## src/rtl/cap_pkg.sv

```systemverilog
package cap_pkg;

  // Number of disagreeing samples needed before the filtered level flips.
  function automatic logic [4:0] filt_len(input logic [3:0] cfg);
    if (cfg == 4'd0) filt_len = 5'd1;
    else             filt_len = {cfg, 1'b0};
  endfunction

  // Event divisor for a prescaler code.
  function automatic logic [3:0] presc_div(input logic [1:0] code);
    presc_div = 4'd1 << code;
  endfunction

  // Pick edges according to the polarity code (10 treated as rising).
  function automatic logic pick_edge(input logic [1:0] p, input logic r, input logic f);
    case (p)
      2'b01:   pick_edge = f;
      2'b11:   pick_edge = r | f;
      default: pick_edge = r;
    endcase
  endfunction

  typedef enum logic [1:0] {
    SRC_NONE = 2'b00,
    SRC_OWN  = 2'b01,
    SRC_NB   = 2'b10,
    SRC_ITR  = 2'b11
  } src_e;

endpackage

```

## src/rtl/cap_sync_filter.sv

```systemverilog
module cap_sync_filter
  import cap_pkg::*;
#(
  parameter int SYNC_STAGES = 2,
  parameter int FCFG_W      = 4
) (
  input  logic              clk,
  input  logic              rst_n,
  input  logic              pin,
  input  logic              smp_tick,
  input  logic [FCFG_W-1:0] cfg,
  output logic              filt_o
);
  localparam int CNT_W = FCFG_W + 1;

  logic [SYNC_STAGES-1:0] sync_q;
  logic                   sync_out;
  logic [CNT_W-1:0]       run_cnt;
  logic [CNT_W-1:0]       need_m1;
  logic                   mismatch;

  genvar gi;
  generate
    for (gi = 0; gi < SYNC_STAGES; gi++) begin : g_sync
      always_ff @(posedge clk or negedge rst_n) begin
        if (!rst_n) sync_q[gi] <= 1'b0;
        else if (gi == 0) sync_q[gi] <= pin;
        else sync_q[gi] <= sync_q[(gi == 0) ? 0 : gi-1];
      end
    end
  endgenerate

  assign sync_out = sync_q[SYNC_STAGES-1];
  assign need_m1  = filt_len(cfg) - 1'b1;
  assign mismatch = (sync_out != filt_o);

  always_ff @(posedge clk or negedge rst_n) begin
    if (!rst_n) begin
      filt_o  <= 1'b0;
      run_cnt <= '0;
    end else if (cfg == '0) begin
      filt_o  <= sync_out;
      run_cnt <= '0;
    end else if (smp_tick) begin
      if (!mismatch) begin
        run_cnt <= '0;
      end else if (run_cnt >= need_m1) begin
        filt_o  <= sync_out;
        run_cnt <= '0;
      end else begin
        run_cnt <= run_cnt + 1'b1;
      end
    end
  end

  // The filtered level may only move to the value the synchronizer held.
  assert_filt_follows_R2: assert property (@(posedge clk) disable iff (!rst_n)
    (filt_o != $past(filt_o)) |-> (filt_o == $past(sync_out)));

endmodule

```

## src/rtl/cap_edge_pol.sv

```systemverilog
module cap_edge_pol
  import cap_pkg::*;
(
  input  logic       clk,
  input  logic       rst_n,
  input  logic       filt_i,
  input  logic [1:0] pol,
  output logic       rise_o,
  output logic       fall_o,
  output logic       any_o,
  output logic       trig_o
);
  logic filt_d;

  always_ff @(posedge clk or negedge rst_n) begin
    if (!rst_n) filt_d <= 1'b0;
    else        filt_d <= filt_i;
  end

  assign rise_o = filt_i & ~filt_d;
  assign fall_o = ~filt_i & filt_d;
  assign any_o  = filt_i ^ filt_d;
  assign trig_o = pick_edge(pol, rise_o, fall_o);

  assert_edge_excl_R4: assert property (@(posedge clk) disable iff (!rst_n)
    !(rise_o && fall_o));
  assert_any_level_R4: assert property (@(posedge clk) disable iff (!rst_n)
    any_o |-> (filt_i != $past(filt_i)));
  assert_trig_on_edge_R3: assert property (@(posedge clk) disable iff (!rst_n)
    trig_o |-> any_o);

endmodule

```

## src/rtl/cap_prescaler.sv

```systemverilog
module cap_prescaler
  import cap_pkg::*;
#(
  parameter int PSC_W = 2
) (
  input  logic             clk,
  input  logic             rst_n,
  input  logic             ev_i,
  input  logic             en_i,
  input  logic [PSC_W-1:0] psc_i,
  output logic             fire_o
);
  localparam int MAX_DIV = 1 << ((1 << PSC_W) - 1);
  localparam int CNT_W   = $clog2(MAX_DIV) + 1;

  logic [CNT_W-1:0] ev_cnt;
  logic [PSC_W-1:0] psc_q;
  logic             restart;
  logic [CNT_W-1:0] last_idx;

  assign restart  = !en_i || (psc_i != psc_q);
  assign last_idx = CNT_W'(presc_div(psc_i)) - 1'b1;
  assign fire_o   = !restart && ev_i && (ev_cnt == last_idx);

  always_ff @(posedge clk or negedge rst_n) begin
    if (!rst_n) begin
      ev_cnt <= '0;
      psc_q  <= '0;
    end else begin
      psc_q <= psc_i;
      if (restart)      ev_cnt <= '0;
      else if (fire_o)  ev_cnt <= '0;
      else if (ev_i)    ev_cnt <= ev_cnt + 1'b1;
    end
  end

  assert_cnt_bound_R6: assert property (@(posedge clk) disable iff (!rst_n)
    ev_cnt < CNT_W'(presc_div(psc_q)));
  assert_restart_R7: assert property (@(posedge clk) disable iff (!rst_n)
    $past(restart) |-> (ev_cnt == '0));

endmodule

```

## src/rtl/tmr_capture_chan.sv

```systemverilog
module tmr_capture_chan
  import cap_pkg::*;
#(
  parameter int CW = 16
) (
  input  logic          clk,
  input  logic          rst_n,
  input  logic          pin_in,
  input  logic          smp_tick,
  input  logic [3:0]    filt_cfg,
  input  logic [1:0]    pol,
  input  logic [1:0]    src_sel,
  input  logic [1:0]    psc,
  input  logic          cap_en,
  input  logic          nb_rise,
  input  logic          nb_fall,
  input  logic          itr_in,
  input  logic [CW-1:0] cnt_in,
  input  logic          clr_cap,
  input  logic          clr_ovr,
  output logic          own_rise,
  output logic          own_fall,
  output logic          own_trig,
  output logic          edge_any,
  output logic          cap_evt,
  output logic [CW-1:0] cap_val,
  output logic          cap_flag,
  output logic          ovr_flag
);
  logic filt_lvl;
  logic nb_trig;
  logic sel_evt;
  logic lane_on;

  cap_sync_filter #(.SYNC_STAGES(2), .FCFG_W(4)) u_filt (
    .clk(clk), .rst_n(rst_n), .pin(pin_in), .smp_tick(smp_tick),
    .cfg(filt_cfg), .filt_o(filt_lvl)
  );

  cap_edge_pol u_edge (
    .clk(clk), .rst_n(rst_n), .filt_i(filt_lvl), .pol(pol),
    .rise_o(own_rise), .fall_o(own_fall), .any_o(edge_any), .trig_o(own_trig)
  );

  assign nb_trig = pick_edge(pol, nb_rise, nb_fall);

  always_comb begin
    case (src_e'(src_sel))
      SRC_OWN: sel_evt = own_trig;
      SRC_NB:  sel_evt = nb_trig;
      SRC_ITR: sel_evt = itr_in;
      default: sel_evt = 1'b0;
    endcase
  end

  assign lane_on = cap_en && (src_sel != SRC_NONE);

  cap_prescaler #(.PSC_W(2)) u_psc (
    .clk(clk), .rst_n(rst_n), .ev_i(sel_evt), .en_i(lane_on),
    .psc_i(psc), .fire_o(cap_evt)
  );

  always_ff @(posedge clk or negedge rst_n) begin
    if (!rst_n) begin
      cap_val  <= '0;
      cap_flag <= 1'b0;
      ovr_flag <= 1'b0;
    end else begin
      if (cap_evt) cap_val <= cnt_in;
      if (cap_evt)      cap_flag <= 1'b1;
      else if (clr_cap) cap_flag <= 1'b0;
      if (cap_evt && cap_flag) ovr_flag <= 1'b1;
      else if (clr_ovr)        ovr_flag <= 1'b0;
    end
  end

  assert_no_cap_off_R7: assert property (@(posedge clk) disable iff (!rst_n)
    cap_evt |-> (cap_en && src_sel != 2'b00));
  assert_cap_latch_R8: assert property (@(posedge clk) disable iff (!rst_n)
    cap_evt |=> (cap_flag && cap_val == $past(cnt_in)));
  assert_ovr_set_R9: assert property (@(posedge clk) disable iff (!rst_n)
    (cap_evt && cap_flag) |=> ovr_flag);
  assert_hold_val_R8: assert property (@(posedge clk) disable iff (!rst_n)
    !cap_evt |=> $stable(cap_val));

endmodule

```

## config.mk

```make
export PLATFORM = sky130hd
export DESIGN_NAME = tmr_capture_chan
export DESIGN_NICKNAME = d
export VERILOG_FILES = /design/src/rtl/cap_pkg.sv /design/src/rtl/cap_sync_filter.sv /design/src/rtl/cap_edge_pol.sv /design/src/rtl/cap_prescaler.sv /design/src/rtl/tmr_capture_chan.sv
export SDC_FILE = /design/constraint.sdc
export NUM_CORES = 1
export LEC_CHECK = 0
export BUFFER_PORTS_ARGS = -buffer_cell sky130_fd_sc_hd__buf_4
export CAP_MARGIN = 20
export CORE_ASPECT_RATIO = 1.25
export CORE_MARGIN = 5
export CORE_UTILIZATION = 35
export DETAILED_ROUTE_END_ITERATION = 8
export PLACE_DENSITY_LB_ADDON = 0.05
export SETUP_SLACK_MARGIN = 0.02
export SLEW_MARGIN = 20
export SYNTH_ARGS = -nofsm -noshare
export SYNTH_HDL_FRONTEND = slang
export SYNTH_SLANG_ARGS = --single-unit
```

## constraint.sdc

```tcl
create_clock -name clk -period 2.6 [get_ports clk]
set_clock_uncertainty 0.2 [all_clocks]
set_input_delay 0.52 -clock clk [delete_from_list [all_inputs] [get_ports clk]]
set_output_delay 0.52 -clock clk [all_outputs]
set_load 0.02 [all_outputs]
```

# == Word-level counts from Yosys, hierarchy flattened ==
# Index checks and enable logic that the tools add are counted.
# Widths: inputs -> output; s select.
# word_totals
reg_bits,33
# classes
add_sub_neg,4
n_lt_le_gt_ge,1
eq_ne,8
shifts,1
muxes,19
bitwise,7
reduce_logical,16
# op_table
op,n
$mux 5,5
$mux 4,3
$reduce_bool 2->1,6
$mux 1,8
$eq 2x2->1 const B,3
$add 5x1->5 const B,1
$ge 5x5->1,1
$sub 5x1->5 const B,1
$add 4x1->4 const B,1
$eq 2x1->1 const B,2
$eq 4x4->1,1
$logic_and 1x1->1,4
$logic_not 4->1,1
$pmux 1 s2,2
$shl 1x2->4 const A,1
$sub 4x1->4 const B,1
$pmux 1 s3,1
$reduce_and 3->1,1
$reduce_bool 3->1,1
$and 1x1->1,2
$logic_not 1->1,2
$ne 2x2->1,1
$not 1->1,2
$or 1x1->1,2
other kinds (3),3

# == Logic depth before layout (Yosys ltp) ==
# Gate-level depths: netlist (run 1).
# logic_depth
word_depth,9
depth_mapped,9
mapped_depth_nobuf,9

# == Hierarchy ==
# A second synthesis (run 1) with hierarchy kept.
# hier_totals
cells_unflattened,145
area_unflattened_um2,1746.7
# by_module_without_submodules
module,n_inst,cells_per_inst,area_per_inst_um2,seq_area_each_um2
tmr_capture_chan,1,48,760.7,450.4
cap_sync_filter,1,52,528.0,200.2
cap_prescaler,1,35,374.1,150.1
cap_edge_pol,1,10,83.8,25.0

# == Worst setup path before layout (run 1) ==
# Ideal clock, no wire load.
# synth_path
kind,flip-flop to output port
from,register u_filt.filt_o
to,output port cap_evt
arrival_time_ps,1917
slack_ps,-37
path_stages_with_launch,10
n_path_buf,2
cell_sequence,dfrtp_1 -> inv_1 -> ha_1 -> nor2_1 -> a21oi_1 -> a221oi_4 -> or3_1 -> buf_6 -> buf_12 -> inv_1
# synth_between
elab_chain_len,7
elab_cells_between_ends,8
# synth_rtl
item,line,source
"start, declared",cap_sync_filter.sv:12,output logic filt_o
"start signal, assigned",cap_sync_filter.sv:42,filt_o <= sync_out;
"start signal, assigned",cap_sync_filter.sv:48,filt_o <= sync_out;
$not 1->1 *,cap_edge_pol.sv:21,assign fall_o = ~filt_i & filt_d;
$and 1x1->1 *,cap_edge_pol.sv:21,
via own_fall,tmr_capture_chan.sv:22,"output logic own_fall,"
$or 1x1->1,cap_pkg.sv:18,2'b11: pick_edge = r | f;
$pmux 1 s2 *,cap_pkg.sv:16,case (p)
$pmux 1 s3 *,tmr_capture_chan.sv:48,case (src_e'(src_sel))
$logic_and 1x1->1 * (2 in a row),cap_prescaler.sv:23,assign fire_o = !restart && ev_i && (ev_cnt == last_idx);
"end, declared",tmr_capture_chan.sv:25,"output logic cap_evt,"
# Mark *: on every way through the listed nets, which the timed path passes. The rest lies on a longest branch.

# == Final worst setup path (run 1) ==
# layout_path
from,register u_edge.filt_d
to,output port cap_evt
# layout_between
elab_chain_len,7
elab_cells_between_ends,8
# layout_rtl
item,line,source
"start, declared",cap_edge_pol.sv:13,logic filt_d;
"start signal, assigned",cap_edge_pol.sv:17,else filt_d <= filt_i;
$not 1->1,cap_edge_pol.sv:20,assign rise_o = filt_i & ~filt_d;
$and 1x1->1,cap_edge_pol.sv:20,
$or 1x1->1,cap_pkg.sv:18,
$pmux 1 s2 *,cap_pkg.sv:16,
$pmux 1 s3 *,tmr_capture_chan.sv:48,
$logic_and 1x1->1 * (2 in a row),cap_prescaler.sv:23,
# Mark *: on every way between the ends. The rest lies on a longest branch, timed or not.

==> flow_summary.ini, run 1 <==
[global_routing]
grt-ovfl-total = 0
antenna_found_initial = 0
grt_pass1_wl_um = 6437
grtUsageMet3 = 0.04018
gr-usage-met2 = 0.2245
grt_pass1_vias = 1547
grt_max_degree = 34
grt_usage = 0.1259
gr-usage-met1 = 0.1369
grt-busiest-layer = met2

[setup_path]
r2r_start = u_filt.filt_o
r2r_end = cap_val[7]
crit_required_ns = 1.88
cp-start-kind = register
reg2reg_slack_ns = 0.26
worstPathMaxFanout = 3
arrival_ns = 1.81
cp-end-kind = output port
r2r_cells = 8
criticalPathCategory = reg2out

[timing]
fmax_ghz = 0.3949
setup_tns_ns = 0
max_slew_margin = 0.7165
rsz0062_at_grt = true
tightest_slew_ns = 0.4252
period_share = 0.9739
finalHoldViolations = 0
finalCriticalPeriod_ns = 2.532
slew_viol_final = 0
finalSetupViolCount = 0

[die]
dieWidth_um = 72.41
core_um2 = 4730
die_height_um = 88.02
start_util = 0.3603
dieArea_um2 = 6373
row_count = 28
io_pins = 59

[place]
portBuffers = 58
post-dp-hpwl_um = 2937
place_area_um2 = 2240
gp_congestion = 0.7914

[power]
p_leak_uw = 0.001229
peakVddDrop_mv = 0.3543
powerDensity_nw_per_um2 = 796.7

[final_layout]
drive_above_1_share = 0.4865
antenna_cells = 0
mostFrequentLayoutCell = buf_4
final_nets = 266
area_growth_pct = 43.10
mostFrequentLayoutCells = 67 x buf_4, 33 x dfrtp_1, 12 x a21oi_1, 12 x mux2_2, 9 x inv_1
fill_cells = 449
finish.instance_area_um2 = 2439

[cts]
clockRootBuffer = clkbuf_8
clk_pin_slew_ns = 0.07
clock_sinks = 33
cts_max_level = 2
cts_made_buffers = 5
clkLatencyLatePin_ns = 0.28
cts_tree = yes
clockBufferDepth = 2

[yosys]
synth-async-reset-ratio = 1.000
syn_inst = 146
ys_seq_area_frac = 0.4846
ys.flop_type = dfrtp_1
synth_top_area_cell = dfrtp_1
ys.warnings.count = 0
netlist_area_um2 = 1704
syn_area_per_cell_um2 = 11.67
synth_fp_nets = 191
yosysTopAreaCellShare = 0.4846
netlist_top_cells_area = dfrtp_1 48%, mux2_2 7.9%, ha_1 6.6%, mux2_4 6.2%, a21oi_1 3.8%
synth_seq_cells = 33
yosysUniqueCellTypes = 35
synth-edff-count = 0

[drt]
ant_nets = 0
wirelength_um = 3811
drc = 0
dr_total_vias = 1379
wl_per_cell_um = 13.51
firstDrtPassIters = 4
via_per_inst = 4.890
initialDrtViolationCount = 29

[run_status]
status = finished, final reports clean

[min_path]
min_to = u_filt.sync_q[0]
hold_path.class = in2reg
worstHoldStart = pin_in
hold_depth = 1

[run]
drv_cap = 0
## sequential cells by signal, indices dropped and copies added, names as in the netlist
register,cells
cap_val,16
u_filt.run_cnt,5
u_psc.ev_cnt,4
u_psc.psc_q,2
cap_flag,1
ovr_flag,1
u_edge.filt_d,1
u_filt.filt_o,1
u_filt.sync_out,1
u_filt.sync_q,1
## through the flow
stage	power (uW)	hold slack [ns]	utilization	setup WS, ns	instances
after floorplan	1110	0.02441	-	0.005108	146
after detailed placement	1409	0.1489	0.4735	-0.1970	269
final	1943	0.1512	0.5156	0.06792	282
after CTS	1963	0.1413	0.5132	0.03169	282
after global placement	1390	0.1340	0.4735	-0.1107	269
after global routing	2066	0.1413	0.5156	-0.03280	282
## power by group
part	internal (uW)	leakage (uW)	total [uW]	switching (uW)
sequential	615	0.000434	694	79.2
clock	312	0.0000585	488	176
combinational	395	0.000737	760	365
total	1320	0.00123	1940	620
## what timing repair did
| action | 4_1_cts | 5_1_grt |
|---|---|---|
| setup endpoints to repair | 1 | 1 |
| resized for setup | 7 | 2 |
| pin swaps | 5 | 1 |
| hold buffers | 1 | 0 |
| hold endpoints to repair | 33 | 0 |
| buffers inserted | 4 | 0 |
## worst max-delay path, stage by stage, from the launching register on
cell	delay, ns
dfrtp_1	0.41
inv_1	0.07
ha_2	0.18
and4bb_2	0.25
a221oi_4	0.04
or3_4	0.41
inv_2	0.07
buf_6	0.11
## metal layers
| metal | part of all wire | vias to the layer above |
|---|---|---|
| li1 | - | 672 |
| met1 | 0.41 | 647 |
| met2 | 0.49 | 56 |
| met3 | 0.084 | 4 |
| met4 | 0.011 | 0 |
| met5 | 0 | - |
## how the worst max path moves through the flow
stage	depth (start not counted)	to	start	slack [ns]
final	7	cap_evt	u_edge.filt_d	0.07
after global routing	7	cap_evt	u_edge.filt_d	-0.03
after CTS	7	cap_evt	u_filt.filt_o	0.03
after detailed placement	10	u_filt.filt_o	filt_cfg[0]	-0.20
after global placement	10	u_filt.filt_o	filt_cfg[0]	-0.11
after floorplan	7	cap_evt	pol[1]	0.005
## cell usage after synthesis (3+ instances only)
cell / n
dfrtp_1: 33
a21oi_1: 13
mux2_2: 12
inv_1: 10
ha_1: 9
o21ai_0: 8
mux2_4: 7
nand2_1: 7
nor2_1: 6
nand3_1: 4
xnor2_1: 4
a21o_1: 3
or3_1: 3
## final cells by class
| cell class | count | area, um^2 | share of cell area |
|---|---|---|---|
| Clock buffer | 7 | 86.33 | 0.03540 |
| Clock inverter | 1 | 30.03 | 0.01231 |
| Inverter | 10 | 37.54 | 0.01539 |
| Multi-Input combinational cell | 101 | 848.3 | 0.3479 |
| Sequential cell | 33 | 825.8 | 0.3386 |
| Tap cell | 60 | 75.07 | 0.03079 |
| Timing Repair Buffer | 70 | 535.5 | 0.2196 |
## cells by family (layout without fill, tap and decap cells)
family	Yosys count	count (layout)	share of synthesized area
compound gates	32	32	0.1219
xor+xnor	4	4	0.02056
fa+ha+maj	9	9	0.06608
buf+inv	12	88	0.04038
flops	33	33	0.4846
mux	19	19	0.1410
simple gates	37	37	0.1256
Power figures use the tool's default switching activity.
==> run 2, diff against run 1 <==
ABC_AREA = 1   (was not set)
==> run 2 against run 1 <==
Clock-buffer cell count did not move; register-to-register slack improved by 0.35 ns; sequential power fell by 8.1%; combinational power fell by 33%; critical path type unchanged; critical endpoint unchanged; largest cell class unchanged; largest power group is now sequential cells.
==> flow_summary.ini, run 2 <==
[die]
row_count = 29
dieArea_um2 = 6850
start_util = 0.3617
core_um2 = 5116
die_height_um = 91.30
io_pins = 59
dieWidth_um = 75.04

[global_routing]
grt_pass1_wl_um = 7631
grt-ovfl-total = 0
grt_max_degree = 34
grt_usage = 0.1398
antenna_found_initial = 0
grt_pass1_vias = 1703

[drt]
wl_per_cell_um = 12.41
wirelength_um = 4330
initialDrtViolationCount = 32
dr_total_vias = 1671
ant_nets = 0
via_per_inst = 4.788
drc = 0
firstDrtPassIters = 4

[min_path]
hold_depth = 1
min_to = u_filt.sync_q[0]
worstHoldStart = pin_in
hold_path.class = in2reg

[timing]
max_slew_margin = 0.7122
finalHoldViolations = 0
tightest_slew_ns = 0.4317
rsz0062_at_grt = false
setup_tns_ns = 0
fmax_ghz = 0.4167
period_share = 0.9229
finalCriticalPeriod_ns = 2.400
slew_viol_final = 0
finalSetupViolCount = 0

[power]
p_sw_uw = 517.8
p_leak_uw = 0.001370
seqPwrFrac = 0.417
fin_total_pwr_uw = 1530
peakVddDrop_mv = 0.2940
internal_power_uw = 1013
p_comb_frac = 0.331
power_frac_clock = 0.252
p_sw_frac = 0.3383
powerDensity_nw_per_um2 = 621.5

[setup_path]
critPathMaxStageDelay_ns = 0.41
cp_slowest_cell = dfrtp_2
crit_required_ns = 1.88
r2r_start = u_filt.filt_o
reg2reg_slack_ns = 0.61
cp-start-kind = register
criticalPathCategory = reg2out
cp_cell_sequence = inv_1 -> ha_1 -> inv_1 -> nand2_1 -> nand3_1 -> nand3_1 -> nand2_1 -> nand3_4 -> inv_2 -> buf_4
worstPathMaxFanout = 5
r2r_end = u_psc.ev_cnt[1]
arrival_ns = 1.68
cp-end-kind = output port
worstSetupPathDepth = 10
r2r_cells = 11
cp_num_buf_inv = 4
crit_family = simple AND/OR/NAND/NOR gates

[yosys]
syn_area_per_cell_um2 = 8.336
synth-edff-count = 0
ys.warnings.count = 0
synth_fp_nets = 267
yosysTopAreaCellShare = 0.4462
synth_top_area_cell = dfrtp_1
netlist_area_um2 = 1851
syn_inst = 222
ys_seq_area_frac = 0.4462
synth_common_cells = 69 x nand2_1, 33 x dfrtp_1, 24 x nand4_1
yosysMostFrequentCell = nand2_1
synth_seq_cells = 33
ys.flop_type = dfrtp_1
netlist_top_cells_area = dfrtp_1 45%, nand2_1 14%, nand4_1 8.1%, ha_1 6.1%, inv_1 4.1%
synth-async-reset-ratio = 1.000
yosysUniqueCellTypes = 29

[final_layout]
drive_above_1_share = 0.3031
mostFrequentLayoutCells = 69 x nand2_1, 63 x buf_4, 32 x dfrtp_1, 24 x nand4_1, 20 x inv_1
finish.instance_area_um2 = 2462
largest_reg_flops = 16
reg.largest.list = cap_val x16, u_filt.run_cnt x5, u_psc.ev_cnt x4
mostFrequentLayoutCell = nand2_1
final_nets = 332
fill_cells = 527
antenna_cells = 0
regMostFlops = cap_val
area_growth_pct = 33.06

[cts]
cts_made_buffers = 5
clkLatencyLatePin_ns = 0.28
clk_pin_slew_ns = 0.07
cts_setup_buffers = 0
clockBufferDepth = 2
clockRootBuffer = clkbuf_8
clock_sinks = 33
cts_tree = yes
cts_max_level = 2

[run_status]
status = finished, final reports clean

[place]
post-dp-hpwl_um = 3190
gp_congestion = 0.7539
place_area_um2 = 2365
portBuffers = 58

[run]
drv_cap = 0
-- run 2: cells by family (layout without fill, tap and decap cells) --
family / after synthesis / in the layout / synth area share
AOI/OAI and AO/OA: 13 / 13 / 0.04124
adders and majority gates: 9 / 9 / 0.06085
DFF: 33 / 33 / 0.4462
xor gates and xnor gates: 8 / 8 / 0.03786
buffers and inverters: 29 / 94 / 0.06626
and+or+nand+nor: 130 / 130 / 0.3475
-- run 2: how the worst max path moves through the flow --
| stage | slack (ns) | startpoint | endpoint |
|---|---|---|---|
| 2_1_floorplan | 0.26 | u_filt.filt_o | cap_evt |
| 3_3_place_gp | 0.23 | filt_cfg[0] | u_filt.run_cnt[3] |
| 3_5_place_dp | 0.15 | filt_cfg[0] | u_filt.run_cnt[3] |
| 4_1_cts | 0.12 | u_filt.filt_o | cap_evt |
| 5_1_grt | 0.04 | u_filt.filt_o | cap_evt |
| 6_report | 0.20 | u_filt.filt_o | cap_evt |
-- run 2: metrics by stage --
step | setup WS (ns) | std cells | hold WS (ns) | util
6_report | 0.2005 | 349 | 0.1548 | 0.4813
3_3_place_gp | 0.2262 | 341 | 0.1376 | 0.4622
3_5_place_dp | 0.1483 | 341 | 0.1479 | 0.4622
5_1_grt | 0.03787 | 349 | 0.1366 | 0.4813
2_1_floorplan | 0.2590 | 222 | 0.02441 | -
4_1_cts | 0.1215 | 349 | 0.1438 | 0.4810
-- run 2: power by group through the flow --
stage	Sequential, uW	Combinational [uW]	Clock (uW)
finish	638	507	385
global route	645	569	434
CTS	636	517	406
detailed placement	645	512	0
global placement	645	512	0
floorplan	669	268	0
-- run 2: layout make-up --
cell class              instances  area (um^2)  share of cell area
clock buffers                   7        86.33             0.03506
well taps                      62        77.57             0.03150
inverters                      23        86.33             0.03506
repair buffers                 64        483.0              0.1961
flip-flops and latches         33        827.0              0.3359
multi-input cells             160        902.1              0.3664
-- run 2: what timing repair did --
action | in CTS | in global routing
endpoints found under the setup margin | 0 | 1
resized for setup | 0 | 1
endpoints found under the hold margin | 33 | 0
hold buffers | 1 | 0
-- run 2: per-layer routing --
| layer | GRT usage | share of wire |
|---|---|---|
| met1 | 0.1748 | 0.44 |
| met2 | 0.2217 | 0.46 |
| met3 | 0.04972 | 0.085 |
| met4 | 0.04451 | 0.014 |
| met5 | 0 | 0 |
==> run 3, diff against run 2 <==
PLACE_DENSITY = 0.61   (was not set)
PLACE_DENSITY_LB_ADDON = not set   (was 0.05)
==> run 3 against run 2 <==
Sequential share of layout area is 0.40 points lower; first-iteration DRC count grew to 3.1 times the previous value; clock power is 30% higher; combinational power is 1% higher; core utilization is 0.59 points higher; register-to-register slack hardly changed; sequential power hardly changed; die area stayed put; global-route usage hardly changed; critical path type unchanged; largest cell class unchanged; largest power group unchanged.
==> flow_summary.ini, run 3 (synthesis results as in run 2) <==
[drt]
initialDrtViolationCount = 98
wl_per_cell_um = 12.89
dr_total_vias = 1664
ant_nets = 0
via_per_inst = 4.754
wirelength_um = 4511
firstDrtPassIters = 4
drc = 0

[final_layout]
drive_above_1_share = 0.3056
mostFrequentLayoutCells = 69 x nand2_1, 63 x buf_4, 32 x dfrtp_1, 24 x nand4_1, 20 x inv_1
reg.largest.list = cap_val x16, u_filt.run_cnt x5, u_psc.ev_cnt x4
regMostFlops = cap_val
fin_cells = 350
final_nets = 332
antenna_cells = 0
fill_cells = 520
area_growth_pct = 34.69
mostFrequentLayoutCell = nand2_1
largest_reg_flops = 16

[timing]
fmax_ghz = 0.4179
period_share = 0.9204
finalCriticalPeriod_ns = 2.393
finalHoldViolations = 0
tightest_slew_ns = 0.4262
slew_viol_final = 0
setup_tns_ns = 0
max_slew_margin = 0.7158
rsz0062_at_grt = false
finalSetupViolCount = 0

[setup_path]
crit_required_ns = 1.88
cp-start-kind = register
arrival_ns = 1.67
cp_slowest_cell = dfrtp_2
cp-end-kind = output port
criticalPathCategory = reg2out
cp_cell_sequence = inv_1 -> ha_1 -> inv_1 -> nand2_1 -> nand3_1 -> nand3_1 -> nand2_1 -> nand3_4 -> inv_2 -> buf_4
critPathMaxStageDelay_ns = 0.41
worstPathMaxFanout = 5

[min_path]
hold_path.class = in2reg

[place]
place_inst = 341
portBuffers = 58
post-dp-hpwl_um = 3305
gp_congestion = 0.7851

[die]
dieArea_um2 = 6850
start_util = 0.3617
row_count = 29
io_pins = 59
core_um2 = 5116
die_height_um = 91.30
dieWidth_um = 75.04

[cts]
cts_tree = yes
clockRootBuffer = clkbuf_8
cts_made_buffers = 5
clk_pin_slew_ns = 0.07
clkLatencyLatePin_ns = 0.28
clock_sinks = 33
cts_max_level = 2
clockBufferDepth = 2

[power]
p_leak_uw = 0.001384
peakVddDrop_mv = 0.2380
powerDensity_nw_per_um2 = 661.3

[global_routing]
grt_usage = 0.1396
antenna_found_initial = 0
grt_max_degree = 34
grt_pass1_wl_um = 7500
grt_pass1_vias = 1629
grt-ovfl-total = 0

[run_status]
status = finished, final reports clean

[run]
drv_cap = 0
## run 3: changes by cell type in the layout (fill, tap and decap cells not counted), sizes merged
cell,before,now
bufinv,0,1
## run 3: cell type report
class,count,area [um^2],share of cell area
Clock inverter,1,30.03,0.01205
Sequential cell,33,827.0,0.3318
Timing Repair Buffer,64,483.0,0.1938
Tap cell,62,77.57,0.03112
Inverter,23,86.33,0.03464
Clock buffer,7,86.33,0.03464
Multi-Input combinational cell,160,902.1,0.3619
## run 3: final timing paths
check / start / to / slack (ns) / depth (start not counted)
worst max-delay path: u_filt.filt_o / cap_evt / 0.21 / 10
worst min-delay path: pin_in / u_filt.sync_q[0] / 0.15 / 1
worst max register to register: u_filt.filt_o / u_psc.ev_cnt[0] / 0.60 / 11
worst min register to register: u_filt.sync_q[0] / u_filt.sync_out / 0.15 / 0
max in group asynchronous: rst_n / u_filt.filt_o / 1.36 / 2
min in group asynchronous: rst_n / cap_val[11] / 0.51 / 2
## run 3: where the power goes
| group | switching [uW] | total (uW) | internal (uW) | leakage (uW) |
|---|---|---|---|---|
| clock network | 189 | 501 | 313 | 0.0000585 |
| logic | 290 | 512 | 222 | 0.000885 |
| registers | 55.5 | 636 | 580 | 0.000441 |
## run 3: per-stage QoR
step           total power, uW  hold slack, ns    util  worst slack [ns]  area (um^2)
4_1_cts                   1673          0.1365  0.4869            0.1223         2491
5_1_grt                   1764          0.1333  0.4872           0.03321         2492
3_3_place_gp              1150          0.1383  0.4622            0.2419         2365
6_report                  1648          0.1463  0.4872            0.2070         2492
3_5_place_dp              1159          0.1510  0.4622            0.1291         2365
2_1_floorplan            937.1         0.02441       -            0.2590         1851
## run 3: worst max-delay path, delay by kind of cell, from the launching register on
kind	cells	cell delay, ns
AND/OR/NAND/NOR	5	0.41
flip-flops	1	0.41
buffers and inverters	4	0.30
adder cells (fa/ha/maj)	1	0.28
## run 3: repair_timing
| action | 4_1_cts | 5_1_grt |
|---|---|---|
| gates resized for setup | 0 | 1 |
| buffers inserted | 0 | 0 |
| hold buffers | 1 | 0 |
| endpoints found under the hold margin | 33 | 0 |
| endpoints found under the setup margin | 0 | 1 |
## run 3: layer usage
metal  global-route usage  wire length (um)  share of wire  vias up
met5                    0                 0              0        -
met4              0.05341                72          0.016        0
met3              0.03536               199          0.044        5
met2               0.2347              2371           0.53       28
met1               0.1668              1868           0.41      779
li1                     -                 -              -      852
